### src/rtl/spi_irq_pkg.sv
package spi_irq_pkg;
  localparam int ST_W   = 7;
  localparam int ADDR_W = 3;

  localparam int B_RXOVF  = 0;
  localparam int B_MODEF  = 1;
  localparam int B_TXLOW  = 2;
  localparam int B_TXFULL = 3;
  localparam int B_RXHIGH = 4;
  localparam int B_RXFULL = 5;
  localparam int B_TXUNF  = 6;

  localparam logic [ST_W-1:0] STICKY_MASK =
    (ST_W'(1) << B_TXUNF) | (ST_W'(1) << B_MODEF) | (ST_W'(1) << B_RXOVF);

  localparam logic [ADDR_W-1:0] A_STAT  = 3'd0;
  localparam logic [ADDR_W-1:0] A_EN    = 3'd1;
  localparam logic [ADDR_W-1:0] A_DIS   = 3'd2;
  localparam logic [ADDR_W-1:0] A_MASK  = 3'd3;
  localparam logic [ADDR_W-1:0] A_TXTHR = 3'd4;
  localparam logic [ADDR_W-1:0] A_RXTHR = 3'd5;

  typedef struct packed {
    logic stat_rd;
    logic stat_wr;
    logic en_wr;
    logic dis_wr;
    logic txthr_wr;
    logic rxthr_wr;
  } reg_strb_t;
endpackage

### src/rtl/spi_irq_regs.sv
module spi_irq_regs
  import spi_irq_pkg::*;
#(
  parameter int DATA_W = 32,
  parameter int CNT_W  = 6
) (
  input  logic              clk,
  input  logic              rst_n,
  input  logic              wr_i,
  input  logic              rd_i,
  input  logic [ADDR_W-1:0] addr_i,
  input  logic [DATA_W-1:0] wdata_i,
  output logic [ST_W-1:0]   mask_o,
  output logic [CNT_W-1:0]  tx_thr_o,
  output logic [CNT_W-1:0]  rx_thr_o,
  output logic [ST_W-1:0]   clr_o
);
  reg_strb_t       strb;
  logic [ST_W-1:0] mask_q;
  logic [CNT_W-1:0] tx_thr_q, rx_thr_q;

  always_comb begin
    strb          = '0;
    strb.stat_rd  = rd_i && (addr_i == A_STAT);
    strb.stat_wr  = wr_i && (addr_i == A_STAT);
    strb.en_wr    = wr_i && (addr_i == A_EN);
    strb.dis_wr   = wr_i && (addr_i == A_DIS);
    strb.txthr_wr = wr_i && (addr_i == A_TXTHR);
    strb.rxthr_wr = wr_i && (addr_i == A_RXTHR);
  end

  always_comb begin
    clr_o = '0;
    if (strb.stat_rd) clr_o = '1;
    if (strb.stat_wr) clr_o = clr_o | wdata_i[ST_W-1:0];
  end

  always_ff @(posedge clk or negedge rst_n) begin
    if (!rst_n) begin
      mask_q <= '0;
    end else if (strb.en_wr) begin
      mask_q <= mask_q | wdata_i[ST_W-1:0];
    end else if (strb.dis_wr) begin
      mask_q <= mask_q & ~wdata_i[ST_W-1:0];
    end
  end

  always_ff @(posedge clk or negedge rst_n) begin
    if (!rst_n) begin
      tx_thr_q <= CNT_W'(1);
      rx_thr_q <= CNT_W'(1);
    end else begin
      if (strb.txthr_wr) tx_thr_q <= wdata_i[CNT_W-1:0];
      if (strb.rxthr_wr) rx_thr_q <= wdata_i[CNT_W-1:0];
    end
  end

  localparam int USED_W = (ST_W > CNT_W) ? ST_W : CNT_W;
  generate
    if (DATA_W > USED_W) begin : g_hi
      logic unused_hi;
      assign unused_hi = ^wdata_i[DATA_W-1:USED_W];
    end
  endgenerate

  assign mask_o   = mask_q;
  assign tx_thr_o = tx_thr_q;
  assign rx_thr_o = rx_thr_q;
endmodule

### src/rtl/spi_irq_levels.sv
module spi_irq_levels
  import spi_irq_pkg::*;
#(
  parameter int FIFO_DEPTH = 32,
  parameter int CNT_W      = 6
) (
  input  logic [CNT_W-1:0] tx_count_i,
  input  logic [CNT_W-1:0] rx_count_i,
  input  logic [CNT_W-1:0] tx_thr_i,
  input  logic [CNT_W-1:0] rx_thr_i,
  output logic [ST_W-1:0]  lvl_o
);
  localparam logic [CNT_W-1:0] FULL_CNT = CNT_W'(FIFO_DEPTH);

  always_comb begin
    lvl_o           = '0;
    lvl_o[B_RXFULL] = (rx_count_i == FULL_CNT);
    lvl_o[B_RXHIGH] = (rx_count_i >= rx_thr_i);
    lvl_o[B_TXFULL] = (tx_count_i == FULL_CNT);
    lvl_o[B_TXLOW]  = (tx_count_i <  tx_thr_i);
  end
endmodule

### src/rtl/spi_irq_status.sv
module spi_irq_status
  import spi_irq_pkg::*;
(
  input  logic            clk,
  input  logic            rst_n,
  input  logic            freeze_i,
  input  logic [ST_W-1:0] src_i,
  input  logic [ST_W-1:0] clr_i,
  output logic [ST_W-1:0] vis_o
);
  logic [ST_W-1:0] stat_q, stat_d;

  generate
    for (genvar i = 0; i < ST_W; i++) begin : g_bit
      if (STICKY_MASK[i]) begin : g_evt
        always_comb begin
          if (freeze_i) stat_d[i] = stat_q[i] & ~clr_i[i];
          else          stat_d[i] = (stat_q[i] & ~clr_i[i]) | src_i[i];
        end
        assign vis_o[i] = stat_q[i];
      end else begin : g_lvl
        always_comb begin
          if (freeze_i) stat_d[i] = stat_q[i] & ~clr_i[i];
          else          stat_d[i] = src_i[i];
        end
        assign vis_o[i] = freeze_i ? stat_q[i] : src_i[i];
      end
    end
  endgenerate

  always_ff @(posedge clk or negedge rst_n) begin
    if (!rst_n) stat_q <= '0;
    else        stat_q <= stat_d;
  end
endmodule

### src/rtl/spi_irq_ctrl.sv
module spi_irq_ctrl
  import spi_irq_pkg::*;
#(
  parameter int FIFO_DEPTH = 32,
  parameter int DATA_W     = 32,
  localparam int CNT_W     = $clog2(FIFO_DEPTH + 1)
) (
  input  logic              clk,
  input  logic              rst_n,
  input  logic              lin_mode_i,
  input  logic [CNT_W-1:0]  tx_count_i,
  input  logic [CNT_W-1:0]  rx_count_i,
  input  logic              ev_tx_underflow_i,
  input  logic              ev_rx_overflow_i,
  input  logic              ev_mode_fault_i,
  input  logic              reg_wr_i,
  input  logic              reg_rd_i,
  input  logic [ADDR_W-1:0] reg_addr_i,
  input  logic [DATA_W-1:0] reg_wdata_i,
  output logic [DATA_W-1:0] reg_rdata_o,
  output logic              irq_o
);
  logic [ST_W-1:0]  mask_q, clr, lvl, evv, stat_vis;
  logic [CNT_W-1:0] tx_thr, rx_thr;

  spi_irq_regs #(.DATA_W(DATA_W), .CNT_W(CNT_W)) u_regs (
    .clk(clk), .rst_n(rst_n), .wr_i(reg_wr_i), .rd_i(reg_rd_i),
    .addr_i(reg_addr_i), .wdata_i(reg_wdata_i), .mask_o(mask_q),
    .tx_thr_o(tx_thr), .rx_thr_o(rx_thr), .clr_o(clr)
  );

  spi_irq_levels #(.FIFO_DEPTH(FIFO_DEPTH), .CNT_W(CNT_W)) u_lvl (
    .tx_count_i(tx_count_i), .rx_count_i(rx_count_i),
    .tx_thr_i(tx_thr), .rx_thr_i(rx_thr), .lvl_o(lvl)
  );

  always_comb begin
    evv          = '0;
    evv[B_TXUNF] = ev_tx_underflow_i;
    evv[B_MODEF] = ev_mode_fault_i;
    evv[B_RXOVF] = ev_rx_overflow_i;
  end

  spi_irq_status u_stat (
    .clk(clk), .rst_n(rst_n), .freeze_i(lin_mode_i),
    .src_i(lvl | evv), .clr_i(clr), .vis_o(stat_vis)
  );

  always_comb begin
    reg_rdata_o = '0;
    case (reg_addr_i)
      A_STAT:  reg_rdata_o = DATA_W'(stat_vis);
      A_MASK:  reg_rdata_o = DATA_W'(mask_q);
      A_TXTHR: reg_rdata_o = DATA_W'(tx_thr);
      A_RXTHR: reg_rdata_o = DATA_W'(rx_thr);
      default: reg_rdata_o = '0;
    endcase
  end

  assign irq_o = |(mask_q & stat_vis);
endmodule

### config.mk
export PLATFORM = sky130hd
export DESIGN_NAME = spi_irq_ctrl
export DESIGN_NICKNAME = d
export VERILOG_FILES = /design/src/rtl/spi_irq_pkg.sv /design/src/rtl/spi_irq_regs.sv /design/src/rtl/spi_irq_levels.sv /design/src/rtl/spi_irq_status.sv /design/src/rtl/spi_irq_ctrl.sv
export SDC_FILE = /design/constraint.sdc
export NUM_CORES = 1
export LEC_CHECK = 0
export ABC_AREA = 1
export CAP_MARGIN = 5
export CORE_UTILIZATION = 25
export DETAILED_ROUTE_END_ITERATION = 12
export PLACE_DENSITY_LB_ADDON = 0.08
export SYNTH_ARGS = -nofsm -noshare
export SYNTH_HDL_FRONTEND = slang
export SYNTH_SLANG_ARGS = --single-unit
### constraint.sdc
create_clock -name clk -period 3.9 [get_ports clk]
set_input_delay 0.585 -clock clk [delete_from_list [all_inputs] [get_ports clk]]
set_output_delay 0.585 -clock clk [all_outputs]
set_load 0.02 [all_outputs]
Word level (Yosys, flattened, before mapping)

Cells that the tools add are included.

$lt $le $gt $ge: 2
Eq/ne operators: 7
Multiplexer cells: 16
Bitwise logic cells: 23
Reductions and logical operators: 9

Operators with widths:

| operator                                                         | count |
|---|---|
| 7-bit 2-to-1 mux                                                 | 4 |
| 7-bit one-hot mux with 4 select lines                            | 1 |
| 7-bit bitwise AND                                                | 2 |
| 7-bit bitwise OR                                                 | 2 |
| 6-bit == test (second input constant)                            | 2 |
| 1-bit 2-to-1 mux                                                 | 11 |
| 1-bit bitwise AND                                                | 7 |
| 1-bit NOT                                                        | 7 |
| 7-bit NOT                                                        | 1 |
| 6-bit by 7-bit bitwise OR with 7-bit output                      | 1 |
| 7-bit OR reduction                                               | 1 |
| 3-bit by 2-bit == test with 1-bit output (second input constant) | 2 |
| 3-bit == test (second input constant)                            | 2 |
| 6-bit greater-or-equal comparator                                | 1 |
| 1-bit logical AND                                                | 6 |
| 6-bit less-than comparator                                       | 1 |
| 3-bit by 1-bit == test with 1-bit output (second input constant) | 1 |
| 3-bit logical NOT                                                | 1 |
| 1-bit bitwise OR                                                 | 3 |
| 2-bit nonzero test                                               | 1 |

Bits in registers: 26
Output and inout bits: 33
Logic and storage cells: 61

Depth between registers and ports, before layout

Depth in word-level cells: 9
Gate-level depth with buffers: 10
Depth with buffers taken out: 10

Cells and area by module

Synthesis repeated with hierarchy kept, for this count alone.

Cells, all modules: 313
Area total of the unflattened synthesis: 2224.6 um2

Modules (own cells, without submodules):

| module         | times used | cells an instance | area each (um2) | seq. area each (um2) |
|---|---|---|---|---|
| spi_irq_regs   | 1          | 100               | 899.6           | 478.0 |
| spi_irq_ctrl   | 1          | 106               | 578.1           | 0.0 |
| spi_irq_status | 1          | 45                | 374.1           | 175.2 |
| spi_irq_levels | 1          | 62                | 372.9           | 0.0 |

Worst setup path after synthesis

No wires, ideal clock.

Kind: input port to output port
Start: input port rx_count_i[5]
End: output port irq_o
Arrival time: 1.507 ns
Required time: 3.315 ns
Setup slack: 1.808 ns
Cell stages on the path: 7
Path buffers: 0
Cells stage by stage: ha_1 > nand2_1 > inv_1 > a21oi_1 > nand3_1 > nand3_1 > nand3_1

Cells in the longest elaborated chain, start to end: 5
Elaborated cells on any way between the ends: 7
Classes of those cells: order compare (1); eq/ne (1); mux (2); bitwise (2); reduce/logical (1)

Ends and longest elaborated chain:

| item                                                                      | line                                       | text |
|---|---|---|
| from (decl)                                                               | spi_irq_ctrl.sv:12                         | `input logic [CNT_W-1:0] rx_count_i,` |
| 6-bit greater-or-equal comparator / 6-bit == test (equally long branches) | spi_irq_levels.sv:18, spi_irq_levels.sv:17 |  |
| 6-bit by 7-bit bitwise OR with 7-bit output (*)                           | spi_irq_ctrl.sv:46                         | `.src_i(lvl \| evv), .clr_i(clr), .vis_o(stat_vis)` |
| 1-bit 2-to-1 mux                                                          | spi_irq_status.sv:26                       | `assign vis_o[i] = freeze_i ? stat_q[i] : src_i[i];` |
| 7-bit bitwise AND (*)                                                     | spi_irq_ctrl.sv:60                         | `assign irq_o = \|(mask_q & stat_vis);` |
| 7-bit OR reduction (*)                                                    | spi_irq_ctrl.sv:60                         |  |
| to (decl)                                                                 | spi_irq_ctrl.sv:21                         | `output logic irq_o` |

Every way passes the cells marked *; elsewhere a longest branch is shown, timed or not.

Worst setup path after layout

Start: input port tx_count_i[5]
End: output port irq_o

Cells in the longest elaborated chain, start to end: 5
Elaborated cells on any way between the ends: 7
Classes of those cells: order compare (1); eq/ne (1); mux (2); bitwise (2); reduce/logical (1)

Ends and longest elaborated chain:

| item                                                               | line                                       | text |
|---|---|---|
| from (decl)                                                        | spi_irq_ctrl.sv:11                         | `input logic [CNT_W-1:0] tx_count_i,` |
| 6-bit less-than comparator / 6-bit == test (equally long branches) | spi_irq_levels.sv:20, spi_irq_levels.sv:19 |  |
| 6-bit by 7-bit bitwise OR with 7-bit output (*)                    | spi_irq_ctrl.sv:46                         |  |
| 1-bit 2-to-1 mux                                                   | spi_irq_status.sv:26                       |  |
| 7-bit bitwise AND (*)                                              | spi_irq_ctrl.sv:60                         |  |
| 7-bit OR reduction (*)                                             | spi_irq_ctrl.sv:60                         |  |

Marks and branches as above.

==> impl_metrics.ini <==
[finish]
antenna_cells = 0
drive_above_1_share_pct = 12.7
nFillCells = 810
final_net_count = 367
fin_util_pct = 32.1
syn2layout_area_growth_pct = 22.3
fin_cells = 399
final_area_mm2 = 0.00238
register_area_um2 = 653
multiInputGateArea_mm2 = 0.00102

[setup_path]
slowest_stage = clkdlybuf4s50_1
worst_ep_required_time_ns = 3.31
worstSetupEndpointType = primary output
r2r_end = u_stat.stat_q[4]
arrival_ns = 2.56
endpoint = irq_o
r2r_cells = 9
crit_type = in2out
crit_path_start_kind = input pin
path_max_fanout = 3
ff2ff_setup_slack_ns = 2.53
startpoint = tx_count_i[5]
r2r_start = u_regs.rx_thr_o[0]
path_cells = clkdlybuf4s50_1 -> ha_1 -> nand3_1 -> nor2_1 -> nor2_1 -> nand2_1 -> nand2_1 -> nand2_1 -> nand3_1 -> clkdlybuf4s50_1
crit_top_cell = nand2_1
max_stage_delay_ns = 0.61

[grt]
grtUsageTotal_pct = 14.1
antenna_found_initial = 0
grt_pass1_vias = 1702
grt_pass1_wl_mm = 8.92
grt_max_degree = 27
grt-ovfl-total = 0

[floorplan]
start_util_pct = 26.3
rows = 31
fp.dieArea_mm2 = 0.00814
io_pins = 88
die_w_um = 90.2
die_height_um = 90.2
coreArea_mm2 = 0.00741

[outcome]
status = complete, no violations

[yosys]
synth_most_common_cell = nand2_1
synth_fa_ha_area_share_pct = 7.07
synth_xor_area_share_pct = 0
synth_area_leader_cell = dfrtp_1
synth_compound_area_share_pct = 16.1
syn_area_per_cell_um2 = 7.49
synth_top_area_share_pct = 30.8
synthFlopType = dfrtp_1
synth_top_family_by_area = simple AND/OR/NAND/NOR gates
synth-simple-area-share_pct = 24.3
async_flop_share_pct = 100
synth_cell_types = 29
syn_inst = 260
synthMuxAreaShare_pct = 0
netlist_top_cells_count = 69 x nand2_1, 34 x inv_1, 25 x buf_4, 24 x dfrtp_1, 17 x nor2_1
synth_seq_area_share_pct = 33.5
synth_top_cells_by_area = dfrtp_1 31%, nand2_1 13%, buf_4 9.6%, ha_1 7.1%, inv_1 6.6%
synth_edf_count = 0
synth_seq_cells = 26
netlist_area_mm2 = 0.00195
synth_warnings = 0

[placed_design]
io_buffers = 37
routabilityCongestion = 0.746
post-place-cells = 395
dpl.hpwl_mm = 4.15
dpl_cell_area_mm2 = 0.00234
dp_worst_setup_slack_ns = 0.755

[routing]
dr.pass1.iters = 4
wl_per_cell_um = 13.5
vias = 1672
drt_iter0_markers = 64
finalWirelength_mm = 5.37
antenna_left = 0
vias_per_cell = 4.19
drc_errors = 0

[timing]
min_period_over_period_pct = 80.6
setup_tns_ns = 0
setup_violations = 0
rsz0062_at_grt = no
fin_ws_ns = 0.758
finalClockSkew_ns = 0.00433
finalHoldViolCount = 0
period_needed_ns = 3.14
clock.fmax_mhz = 318
hold_ws_ns = 0.493
slew_viol_final = 0

[worst_hold_path]
hold_path_class = reg2reg
min_from = u_regs.tx_thr_o[3]
holdPathStages = 2

[clock_tree]
cts.hold.buffers_added = 0
cts-root-buf = clkbuf_8
cts_max_level = 1
cts_resized = 0
cts_tree = yes
clock_path_buffers = 2
cts_buffers = 3
clk_latency_ns = 0.28
cts_sinks = 26
path_clk_slew_ns = 0.10
cts_setup_buffers = 0

[power]
clockPowerShare_pct = 20.7
intPower_mw = 0.510
p_total_mw = 0.806
irDropWorstVdd_mv = 0.127
p_seq_share_pct = 43.7
p_comb_share_pct = 35.6
p_leak_nw = 1.18
pwr_density_cell_mw_per_mm2 = 338
switchingPower_mw = 0.296
switching_share_pct = 36.7

[job]
cap_viol_max_count = 0
[placed cells by master, fill, tap and decap left out, types with 2 or more instances in the layout]
cell type / netlist / layout
a21oi_1: 6 / 6
nand2_1: 69 / 69
inv_1: 34 / 34
o21ai_0: 16 / 16
buf_4: 25 / 2
inv_2: 6 / 6
o21ai_2: 12 / 12
o31ai_1: 2 / 2
dfrtp_1: 24 / 24
nor2_1: 17 / 17
ha_1: 11 / 11
nand2_2: 5 / 5
nand3_1: 8 / 8
o21ai_1: 2 / 2
nor2_4: 2 / 2
conb_1: 1 / 25
o2111ai_1: 2 / 2
o211ai_1: 4 / 4
clkbuf_8: 0 / 3
nor2_2: 2 / 2
clkdlybuf4s50_1: 0 / 37
dfstp_2: 2 / 2
[cell type report]
cell class	count	area share, %
multi-input combinational	190	42.7
inverter	41	6.57
tap	99	5.20
timing repair buffer	39	16.2
sequential	26	27.4
clock buffer	4	1.89
[critical path, delay by kind of cell]
kind          cells  cell delay (ns)
fa+ha+maj         1             0.34
buf+inv           2             1.05
simple gates      7             0.58
[kinds of logic after synthesis]
family / Yosys count
compound gates: 47
fa+ha+maj: 11
buf+inv: 68
flops: 26
other cells: 1
simple gates: 107
[power by group through the flow]
stage | combinational (mW) | clock [mW] | sequential [mW]
after detailed placement | 0.290 | 0 | 0.358
after CTS | 0.291 | 0.175 | 0.352
after floorplan | 0.205 | 0 | 0.345
after global routing | 0.328 | 0.187 | 0.359
final | 0.287 | 0.167 | 0.352
after global placement | 0.287 | 0 | 0.357
[metal layers]
| layer | routed length, µm | global-route usage [%] | vias to the layer above | part of all wire [%] |
|---|---|---|---|---|
| met2 | 2350 | 21.7 | 46 | 44 |
| met3 | 177 | 2.03 | 5 | 3.3 |
| met1 | 2780 | 20.7 | 765 | 52 |
| li1 | - | - | 856 | - |
| met5 | 0 | 0 | - | 0 |
| met4 | 58 | 3.23 | 0 | 1.1 |
[worst min path at each step]
| stage | endpoint |
|---|---|
| 5_1_grt | u_regs.tx_thr_o[5] |
| 4_1_cts | u_regs.tx_thr_o[5] |
| 2_1_floorplan | async pin |
| 6_report | u_regs.tx_thr_o[3] |
| 3_5_place_dp | u_regs.tx_thr_o[5] |
| 3_3_place_gp | u_regs.tx_thr_o[3] |
(Power assumes the default switching activity.)
